### config.mk
export PLATFORM = sky130hd
export DESIGN_NAME = acc_req_ctrl
export DESIGN_NICKNAME = d
export VERILOG_FILES = /design/src/rtl/acc_req_pkg.sv /design/src/rtl/acc_trig_capture.sv /design/src/rtl/acc_seq.sv /design/src/rtl/acc_out_mux.sv /design/src/rtl/acc_req_ctrl.sv
export SDC_FILE = /design/constraint.sdc
export NUM_CORES = 1
export LEC_CHECK = 0
export BUFFER_PORTS_ARGS = -buffer_cell sky130_fd_sc_hd__buf_2
export CORE_MARGIN = 8
export CORE_UTILIZATION = 36
export CTS_BUF_LIST = sky130_fd_sc_hd__clkbuf_4 sky130_fd_sc_hd__clkbuf_8
export DETAILED_ROUTE_END_ITERATION = 10
export PLACE_DENSITY = 0.81
export SLEW_MARGIN = 25
export SYNTH_ARGS = -nofsm -noshare
export SYNTH_HDL_FRONTEND = slang
export SYNTH_SLANG_ARGS = --single-unit
### constraint.sdc
create_clock -name clk -period 1.35 [get_ports clk]
set_input_delay 0.135 -clock clk [delete_from_list [all_inputs] [get_ports clk]]
set_output_delay 0.135 -clock clk [all_outputs]
set_load 0.1 [all_outputs]
### src/rtl/acc_req_pkg.sv
package acc_req_pkg;

   typedef enum logic [1:0] {
      SEQ_IDLE = 2'd0,
      SEQ_REQ  = 2'd1,
      SEQ_OWN  = 2'd2
   } seq_state_e;

   // bit 0: transfer request, bit 1: transfer error
   typedef struct packed {
      logic err;
      logic xfer;
   } cause_t;

   localparam cause_t CAUSE_NONE = '{err: 1'b0, xfer: 1'b0};

endpackage

### src/rtl/acc_trig_capture.sv
module acc_trig_capture
   import acc_req_pkg::*;
(
   input  logic   clk,
   input  logic   rst_n,
   input  logic   gen_rst,
   input  logic   acc_en,
   input  logic   xfer_req,
   input  logic   xfer_err,
   input  logic   busy,
   input  logic   launch,
   output logic   hit,
   output cause_t hit_cause,
   output logic   held,
   output cause_t held_cause
);

   always_comb begin
      hit_cause.xfer = xfer_req;
      hit_cause.err  = xfer_err;
      hit            = acc_en && (xfer_req || xfer_err);
   end

   always_ff @(posedge clk or negedge rst_n) begin
      if (!rst_n) begin
         held       <= 1'b0;
         held_cause <= CAUSE_NONE;
      end else if (gen_rst) begin
         held       <= 1'b0;
         held_cause <= CAUSE_NONE;
      end else if (launch) begin
         // the sequencer consumes held and same-edge triggers together
         held       <= 1'b0;
         held_cause <= CAUSE_NONE;
      end else if (hit && busy) begin
         held       <= 1'b1;
         held_cause <= held_cause | hit_cause;
      end
   end

   assert_held_kept_R8: assert property (@(posedge clk) disable iff (!rst_n)
      (held && !gen_rst && !launch) |=> held);

   assert_held_cleared_R9: assert property (@(posedge clk) disable iff (!rst_n)
      gen_rst |=> (!held && held_cause == CAUSE_NONE));

endmodule

### src/rtl/acc_seq.sv
module acc_seq
   import acc_req_pkg::*;
(
   input  logic   clk,
   input  logic   rst_n,
   input  logic   gen_rst,
   input  logic   hit,
   input  cause_t hit_cause,
   input  logic   held,
   input  cause_t held_cause,
   input  logic   bus_grant,
   input  logic   xfer_done,
   output logic   busy,
   output logic   launch,
   output logic   req_act,
   output logic   own_act,
   output cause_t cur_cause
);

   seq_state_e state_q, state_d;
   cause_t     cause_d;
   cause_t     relaunch_cause;

   always_comb begin
      relaunch_cause = held_cause | (hit ? hit_cause : CAUSE_NONE);
      launch         = (state_q == SEQ_OWN) && xfer_done;
      state_d        = state_q;
      cause_d        = cur_cause;
      unique case (state_q)
         SEQ_IDLE: if (hit) begin
            state_d = SEQ_REQ;
            cause_d = hit_cause;
         end
         SEQ_REQ: if (bus_grant) state_d = SEQ_OWN;
         SEQ_OWN: if (xfer_done) begin
            if (held || hit) begin
               state_d = SEQ_REQ;
               cause_d = relaunch_cause;
            end else begin
               state_d = SEQ_IDLE;
            end
         end
         default: state_d = SEQ_IDLE;
      endcase
   end

   always_ff @(posedge clk or negedge rst_n) begin
      if (!rst_n) begin
         state_q   <= SEQ_IDLE;
         cur_cause <= CAUSE_NONE;
      end else if (gen_rst) begin
         state_q   <= SEQ_IDLE;
         cur_cause <= CAUSE_NONE;
      end else begin
         state_q   <= state_d;
         cur_cause <= cause_d;
      end
   end

   assign busy    = (state_q != SEQ_IDLE);
   assign req_act = (state_q == SEQ_REQ);
   assign own_act = (state_q == SEQ_OWN);

   assert_req_held_R4: assert property (@(posedge clk) disable iff (!rst_n)
      (req_act && !bus_grant && !gen_rst) |=> req_act);

   assert_grant_taken_R4: assert property (@(posedge clk) disable iff (!rst_n)
      (req_act && bus_grant && !gen_rst) |=> (own_act && !req_act));

   assert_own_held_R5: assert property (@(posedge clk) disable iff (!rst_n)
      (own_act && !xfer_done && !gen_rst) |=> own_act);

   assert_idle_ignores_R10: assert property (@(posedge clk) disable iff (!rst_n)
      (!busy && !hit && !gen_rst) |=> !busy);

   assert_onehot_R4: assert property (@(posedge clk) disable iff (!rst_n)
      $onehot0({req_act, own_act}));

endmodule

### src/rtl/acc_out_mux.sv
module acc_out_mux #(
   parameter int unsigned DATA_W  = 16,
   parameter int unsigned DEV_W   = 8,
   parameter int unsigned SEL_W   = 2,
   parameter logic [DEV_W-1:0] DEV_NUM = '0
) (
   input  logic              req_act,
   input  logic [SEL_W-1:0]  reg_sel,
   input  logic [DATA_W-1:0] reg_rdata,
   output logic [SEL_W-1:0]  mux_sel,
   output logic [DATA_W-1:0] data_out
);

   localparam int unsigned PAD_W = DATA_W - DEV_W;

   logic [DATA_W-1:0] dev_word;

   generate
      if (PAD_W == 0) begin : g_nopad
         assign dev_word = DEV_NUM;
      end else begin : g_pad
         assign dev_word = {{PAD_W{1'b0}}, DEV_NUM};
      end
   endgenerate

   always_comb begin
      mux_sel  = req_act ? {SEL_W{1'b1}} : reg_sel;
      data_out = req_act ? dev_word : reg_rdata;
   end

endmodule

### src/rtl/acc_req_ctrl.sv
module acc_req_ctrl
   import acc_req_pkg::*;
#(
   parameter int unsigned DATA_W  = 16,
   parameter int unsigned DEV_W   = 8,
   parameter int unsigned SEL_W   = 2,
   parameter logic [DEV_W-1:0] DEV_NUM = 8'h5A
) (
   input  logic              clk,
   input  logic              rst_n,
   input  logic              mst_rst,
   input  logic              stat_wr,
   input  logic              acc_en,
   input  logic              xfer_req,
   input  logic              xfer_err,
   input  logic              bus_grant,
   input  logic              xfer_done,
   input  logic [SEL_W-1:0]  reg_sel,
   input  logic [DATA_W-1:0] reg_rdata,
   output logic              irq_req,
   output logic              bus_owned,
   output logic              cause_xfer,
   output logic              cause_err,
   output logic [SEL_W-1:0]  mux_sel,
   output logic [DATA_W-1:0] data_out
);

   localparam logic [DATA_W-1:0] DEV_WORD = DATA_W'(DEV_NUM);

   initial begin
      if (DEV_W > DATA_W) $error("DEV_W must not exceed DATA_W");
      if (DEV_W == 0)     $error("DEV_W must be non-zero");
      if (SEL_W != 2)     $error("SEL_W must be 2");
   end

   logic   gen_rst;
   logic   hit, held, busy, launch, req_act, own_act;
   cause_t hit_cause, held_cause, cur_cause;

   assign gen_rst = mst_rst || stat_wr;

   acc_trig_capture u_cap (
      .clk        (clk),
      .rst_n      (rst_n),
      .gen_rst    (gen_rst),
      .acc_en     (acc_en),
      .xfer_req   (xfer_req),
      .xfer_err   (xfer_err),
      .busy       (busy),
      .launch     (launch),
      .hit        (hit),
      .hit_cause  (hit_cause),
      .held       (held),
      .held_cause (held_cause)
   );

   acc_seq u_seq (
      .clk        (clk),
      .rst_n      (rst_n),
      .gen_rst    (gen_rst),
      .hit        (hit),
      .hit_cause  (hit_cause),
      .held       (held),
      .held_cause (held_cause),
      .bus_grant  (bus_grant),
      .xfer_done  (xfer_done),
      .busy       (busy),
      .launch     (launch),
      .req_act    (req_act),
      .own_act    (own_act),
      .cur_cause  (cur_cause)
   );

   acc_out_mux #(
      .DATA_W  (DATA_W),
      .DEV_W   (DEV_W),
      .SEL_W   (SEL_W),
      .DEV_NUM (DEV_NUM)
   ) u_mux (
      .req_act   (req_act),
      .reg_sel   (reg_sel),
      .reg_rdata (reg_rdata),
      .mux_sel   (mux_sel),
      .data_out  (data_out)
   );

   assign irq_req    = req_act;
   assign bus_owned  = own_act;
   assign cause_xfer = cur_cause.xfer;
   assign cause_err  = cur_cause.err;

   assert_dev_on_bus_R7: assert property (@(posedge clk) disable iff (!rst_n)
      irq_req |-> (mux_sel == {SEL_W{1'b1}} && data_out == DEV_WORD));

   assert_general_clear_R9: assert property (@(posedge clk) disable iff (!rst_n)
      gen_rst |=> (!irq_req && !bus_owned && !cause_xfer && !cause_err));

   assert_rise_gated_R3: assert property (@(posedge clk) disable iff (!rst_n)
      $rose(irq_req) |-> ($past(acc_en && (xfer_req || xfer_err)) || $past(held)));

   assert_cause_nonzero_R6: assert property (@(posedge clk) disable iff (!rst_n)
      irq_req |-> (cause_xfer || cause_err));

endmodule

==> results of run 1 <==
-- through the flow --
| stage | setup TNS (ps) | utilization (%) | worst slack, ps | area, µm² |
|---|---|---|---|---|
| CTS | -904.4 | 92.31 | -62.85 | 1186 |
| detailed placement | -25.49 | 85.88 | -14.91 | 1104 |
| floorplan | -3470 | - | -340.1 | 521.8 |
| global placement | 0 | 85.88 | 70.80 | 1104 |
-- cell families after synthesis --
logic type | after synthesis | share of synthesized area [%]
simple gates | 31 | 36.25
buf+inv | 4 | 3.084
mux | 3 | 6.940
compound gates | 11 | 17.74
flops | 7 | 35.99
-- synthesized netlist by cell type (2+ instances only) --
cell and instances:
a21oi_1 2, and2_1 12, nand2_1 2, mux2_2 3
nand2b_1 7, nor2_1 7, dfrtp_1 7, a32o_1 2
nor3_1 2, inv_1 3
-- timing repair --
action / CTS
pin swaps: 1
endpoints found under the hold margin: 7
setup endpoints to repair: 22
resized for setup: 5
setup buffers: 3
hold buffers: 1
==> impl_metrics.yaml, run 1 <==
clocking:
  h-tree-depth: 1
  cts.root.buffer_cell: "clkbuf_4"
  numCtsBuffers: 3
  numClockSinks: 7
  clockBufferDepth: 2
synth:
  ys_ff_latch: 7
  synth_top_cell_area_share_pct: 35.99
  synth_cell_types: 19
  yosysWarnings: 0
  syn_area_per_cell_um2: 8.691
  ys_seq_area_share_pct: 35.99
  syn_area_um2: 486.7
  ys_async_sr_fraction_pct: 100.0
  synth_top_cell_by_area: "dfrtp_1"
  synthCells: 56
  synth_flop_cell: "dfrtp_1"
  ys_top_cells_by_area: "dfrtp_1 36%, and2_1 15%, nand2b_1 9.0%"
  synth-edff-count: 0
  syn_nets: 83
outcome:
  status: "did not finish"
  error: "[ERROR DPL-0033] detailed placement checks failed during check placement."
  lastStage: "global routing"
place:
  gp_congestion: 0.7457
  placedCellCount: 120
  portBuffers: 48
  hpwl_um: 1947
floorplanning:
  start_util_pct: 37.88
  num_io_pins: 49
  dieHeight_um: 52.77
  die_w_um: 52.77
  rows: 13
grt:
  antenna_found_initial: 0
  grt_max_degree: 20
timing:
  endpoint_type: "primary output"
  crit_endpoint: "data_out[10]"
==> run 2, diff against run 1 <==
--- a/config.mk
+++ b/config.mk
@@ -6,11 +6,10 @@
 export NUM_CORES = 1
 export LEC_CHECK = 0
 export BUFFER_PORTS_ARGS = -buffer_cell sky130_fd_sc_hd__buf_2
-export CORE_MARGIN = 8
-export CORE_UTILIZATION = 36
-export CTS_BUF_LIST = sky130_fd_sc_hd__clkbuf_4 sky130_fd_sc_hd__clkbuf_8
+export CORE_AREA = 8 8 69 71
 export DETAILED_ROUTE_END_ITERATION = 10
-export PLACE_DENSITY = 0.81
+export DIE_AREA = 0 0 77 79
+export PLACE_DENSITY_LB_ADDON = 0.15
 export SLEW_MARGIN = 25
 export SYNTH_ARGS = -nofsm -noshare
 export SYNTH_HDL_FRONTEND = slang
==> run 2 against run 1 <==
Compared with the run above: the flow now finishes, with violations (negative setup slack); synthesized area is the same; synthesized cell count is the same.
==> impl_metrics.yaml, run 2 <==
critical_path:
  cp_common_cell: "buf_12"
  cp.arrival_ps: 1250
  crit_required_ps: 1220
  slowest_delay_ps: 450
  cp_slowest_cell: "dfrtp_2"
  cp_top_family: "flip-flops"
  crit_chain: "nand2b_4 > buf_12 > and2_4 > buf_12"
  endpoint_kind: "output port"
  startpoint_type: "register"
  critPathMaxFanout: 19
  critPathKind: "reg -> out"
  cp_num_buf_inv: 2
synth:
  ys_seq_area_share_pct: 35.99
  synth_commonest_cells: "12 x and2_1, 7 x dfrtp_1, 7 x nand2b_1, 7 x nor2_1"
  synth_flop_cell: "dfrtp_1"
  ys_async_sr_fraction_pct: 100.0
  yosysWarnings: 0
  syn_area_um2: 486.7
  synthSimpleGateAreaFrac_pct: 36.25
  synth_cell_types: 19
  syn_nets: 83
  synth_xor_area_share_pct: 0
  syn_area_per_cell_um2: 8.691
  synth_top_family_by_area: "simple AND/OR/NAND/NOR gates"
  synthMuxAreaShare_pct: 6.941
  yosysMostFrequentCell: "and2_1"
  synth_fa_ha_area_share_pct: 0
  ys_top_cells_by_area: "dfrtp_1 36%, and2_1 15%, nand2b_1 9.0%"
  ys_ff_latch: 7
  synth_top_cell_by_area: "dfrtp_1"
  synth_top_cell_area_share_pct: 35.99
  synth_compound_area_share_pct: 17.74
  synthCells: 56
  synth-edff-count: 0
timing:
  clock.fmax_mhz: 722.8
  period_share_pct: 102.5
  tns_ps: -336.0
  rsz0062_at_grt: "yes"
  fin_crit_ps: 1383
  finalSetupViolCount: 17
  setup_slack_ps: -33.47
  hold_violations: 0
  finClkSkew_ps: 0.3483
  slew_viol_final: 0
  worst_pin_slew_ps: 486.0
  relSlewSlack_pct: 67.82
grt:
  grt_max_degree: 20
  grt-ovfl-total: 0
  grt_pass1_vias: 665
  antenna_found_initial: 0
  grt_pass1_wl_um: 3291
  grt_use_total_pct: 6.717
detailed_routing:
  first_pass_iters: 4
  vias_per_cell: 3.879
  wl_um: 2074
  routedWlPerCell_um: 12.57
  ant_nets: 0
  first_iter_violations: 14
  route.detailed.drc: 0
  via_count: 640
floorplanning:
  die_w_um: 77
  start_util_pct: 12.81
  rows: 23
  dieArea_um2: 6083
  num_io_pins: 49
  coreArea_um2: 3799
  dieHeight_um: 79
power_and_ir_drop:
  peakVddDrop_v: 0.0005065
  power_density_nw_per_um2: 954.7
  pwr-share-clk_pct: 24.5
  p_leak_nw: 0.6113
  p_int_w: 0.0006791
  power_frac_seq_pct: 18.5
  power_w: 0.001204
  p_switching_w: 0.0005250
  p_comb_share_pct: 57.0
  swShare_pct: 43.60
finish:
  final_nets: 143
  layout_common_cells: "28 x buf_2, 21 x buf_12, 12 x and2_4"
  layout_commonest_cell: "buf_2"
  area_delta_synth_final_pct: 159.1
  reg.largest.list: "u_cap.held_cause (2), u_seq.cur_cause (2), u_seq.state_q (2)"
  fillers: 393
  design_area_um2: 1261
  n_antenna_cell: 0
  final_layout_size_suffix_gt1_share_pct: 68.70
place:
  gp_congestion: 0.7040
  portBuffers: 48
  placed_cell_area_um2: 1162
  hpwl_um: 1784
job:
  maxCapViolCount: 0
clocking:
  clockBufferDepth: 2
  numClockSinks: 7
  h-tree-depth: 1
  cts_tree: "done"
  numCtsBuffers: 3
  clock_latency_ps: 230
  clk_pin_slew_worst_paths_ps: 40
  cts.root.buffer_cell: "clkbuf_8"
outcome:
  status: "finished, violations left"
  violations: "negative setup slack"
min_path:
  min_path_type: "in -> reg"
==> run 2: cell type report <==
| cell class | count | area, µm² | area share [%] |
|---|---|---|---|
| Sequential cell | 7 | 176.4 | 13.99 |
| Timing Repair Buffer | 56 | 623.1 | 49.40 |
| Clock buffer | 4 | 45.04 | 3.571 |
| Inverter | 3 | 15.01 | 1.190 |
| Multi-Input combinational cell | 45 | 339.1 | 26.88 |
| Tap cell | 50 | 62.56 | 4.960 |
==> run 2: worst paths after layout <==
check	startpoint	endpoint	slack, ps	depth (start not counted)
setup / recovery	u_seq.state_q[0]	data_out[12]	-30	4
hold / removal	mst_rst	u_seq.state_q[0]	90	2
setup reg to reg	u_seq.state_q[1]	u_seq.cur_cause[1]	10	5
hold reg to reg	u_seq.cur_cause[0]	u_seq.cur_cause[0]	510	1
max in group asynchronous	rst_n	u_seq.state_q[0]	910	2
min in group asynchronous	rst_n	u_cap.held_cause[0]	270	2
==> run 2: logic make-up (layout without fill, tap and decap cells) <==
kind of cell           after synthesis  after routing
and+or+nand+nor                     31             31
AOI/OAI and AO/OA                   11             11
DFF                                  7              7
buffers and inverters                4             63
muxes                                3              3
==> run 2: repair_timing <==
| item | CTS | global route |
|---|---|---|
| hold endpoints to repair | 7 | 0 |
| resized for setup | 2 | 3 |
| pin swaps | 0 | 1 |
| setup buffers | 2 | 1 |
| endpoints found under the setup margin | 19 | 23 |
| hold buffers | 1 | 0 |
==> run 2: power by group through the flow <==
| stage | registers [W] | logic (W) | clock network [W] |
|---|---|---|---|
| after floorplan | 0.000248 | 0.000396 | 0 |
| after global placement | 0.000226 | 0.000676 | 0 |
| after detailed placement | 0.000226 | 0.000680 | 0 |
| after CTS | 0.000223 | 0.000691 | 0.000297 |
| after global routing | 0.000224 | 0.000711 | 0.000312 |
| final | 0.000223 | 0.000687 | 0.000294 |
==> run 2: per-layer routing <==
metal / share of wire (%) / track usage, %
met1: 53 / 9.175
met2: 35 / 9.006
met3: 10 / 2.709
met4: 1.4 / 2.830
met5: 0 / 0
==> run 2: through the flow <==
stage	hold slack (ps)	instances	worst slack [ps]	util [%]
3_5_place_dp	-17.52	157	57.53	30.60
6_report	88.15	165	-33.47	33.20
3_3_place_gp	-19.78	157	44.67	30.60
4_1_cts	82.92	164	-40.78	32.67
5_1_grt	95.91	165	-64.33	33.20
2_1_floorplan	-160.6	56	-340.1	-
==> run 2: worst register-to-register path, delay by kind of cell, from the launching register on <==
kind,cells,cell delay [ps]
multiplexers,1,250
flip-flops,1,360
AND/OR/NAND/NOR,1,200
buffers and inverters,1,120
AO/OA/AOI/OAI,2,290
Note: power is estimated with default switching activity, not from simulation.
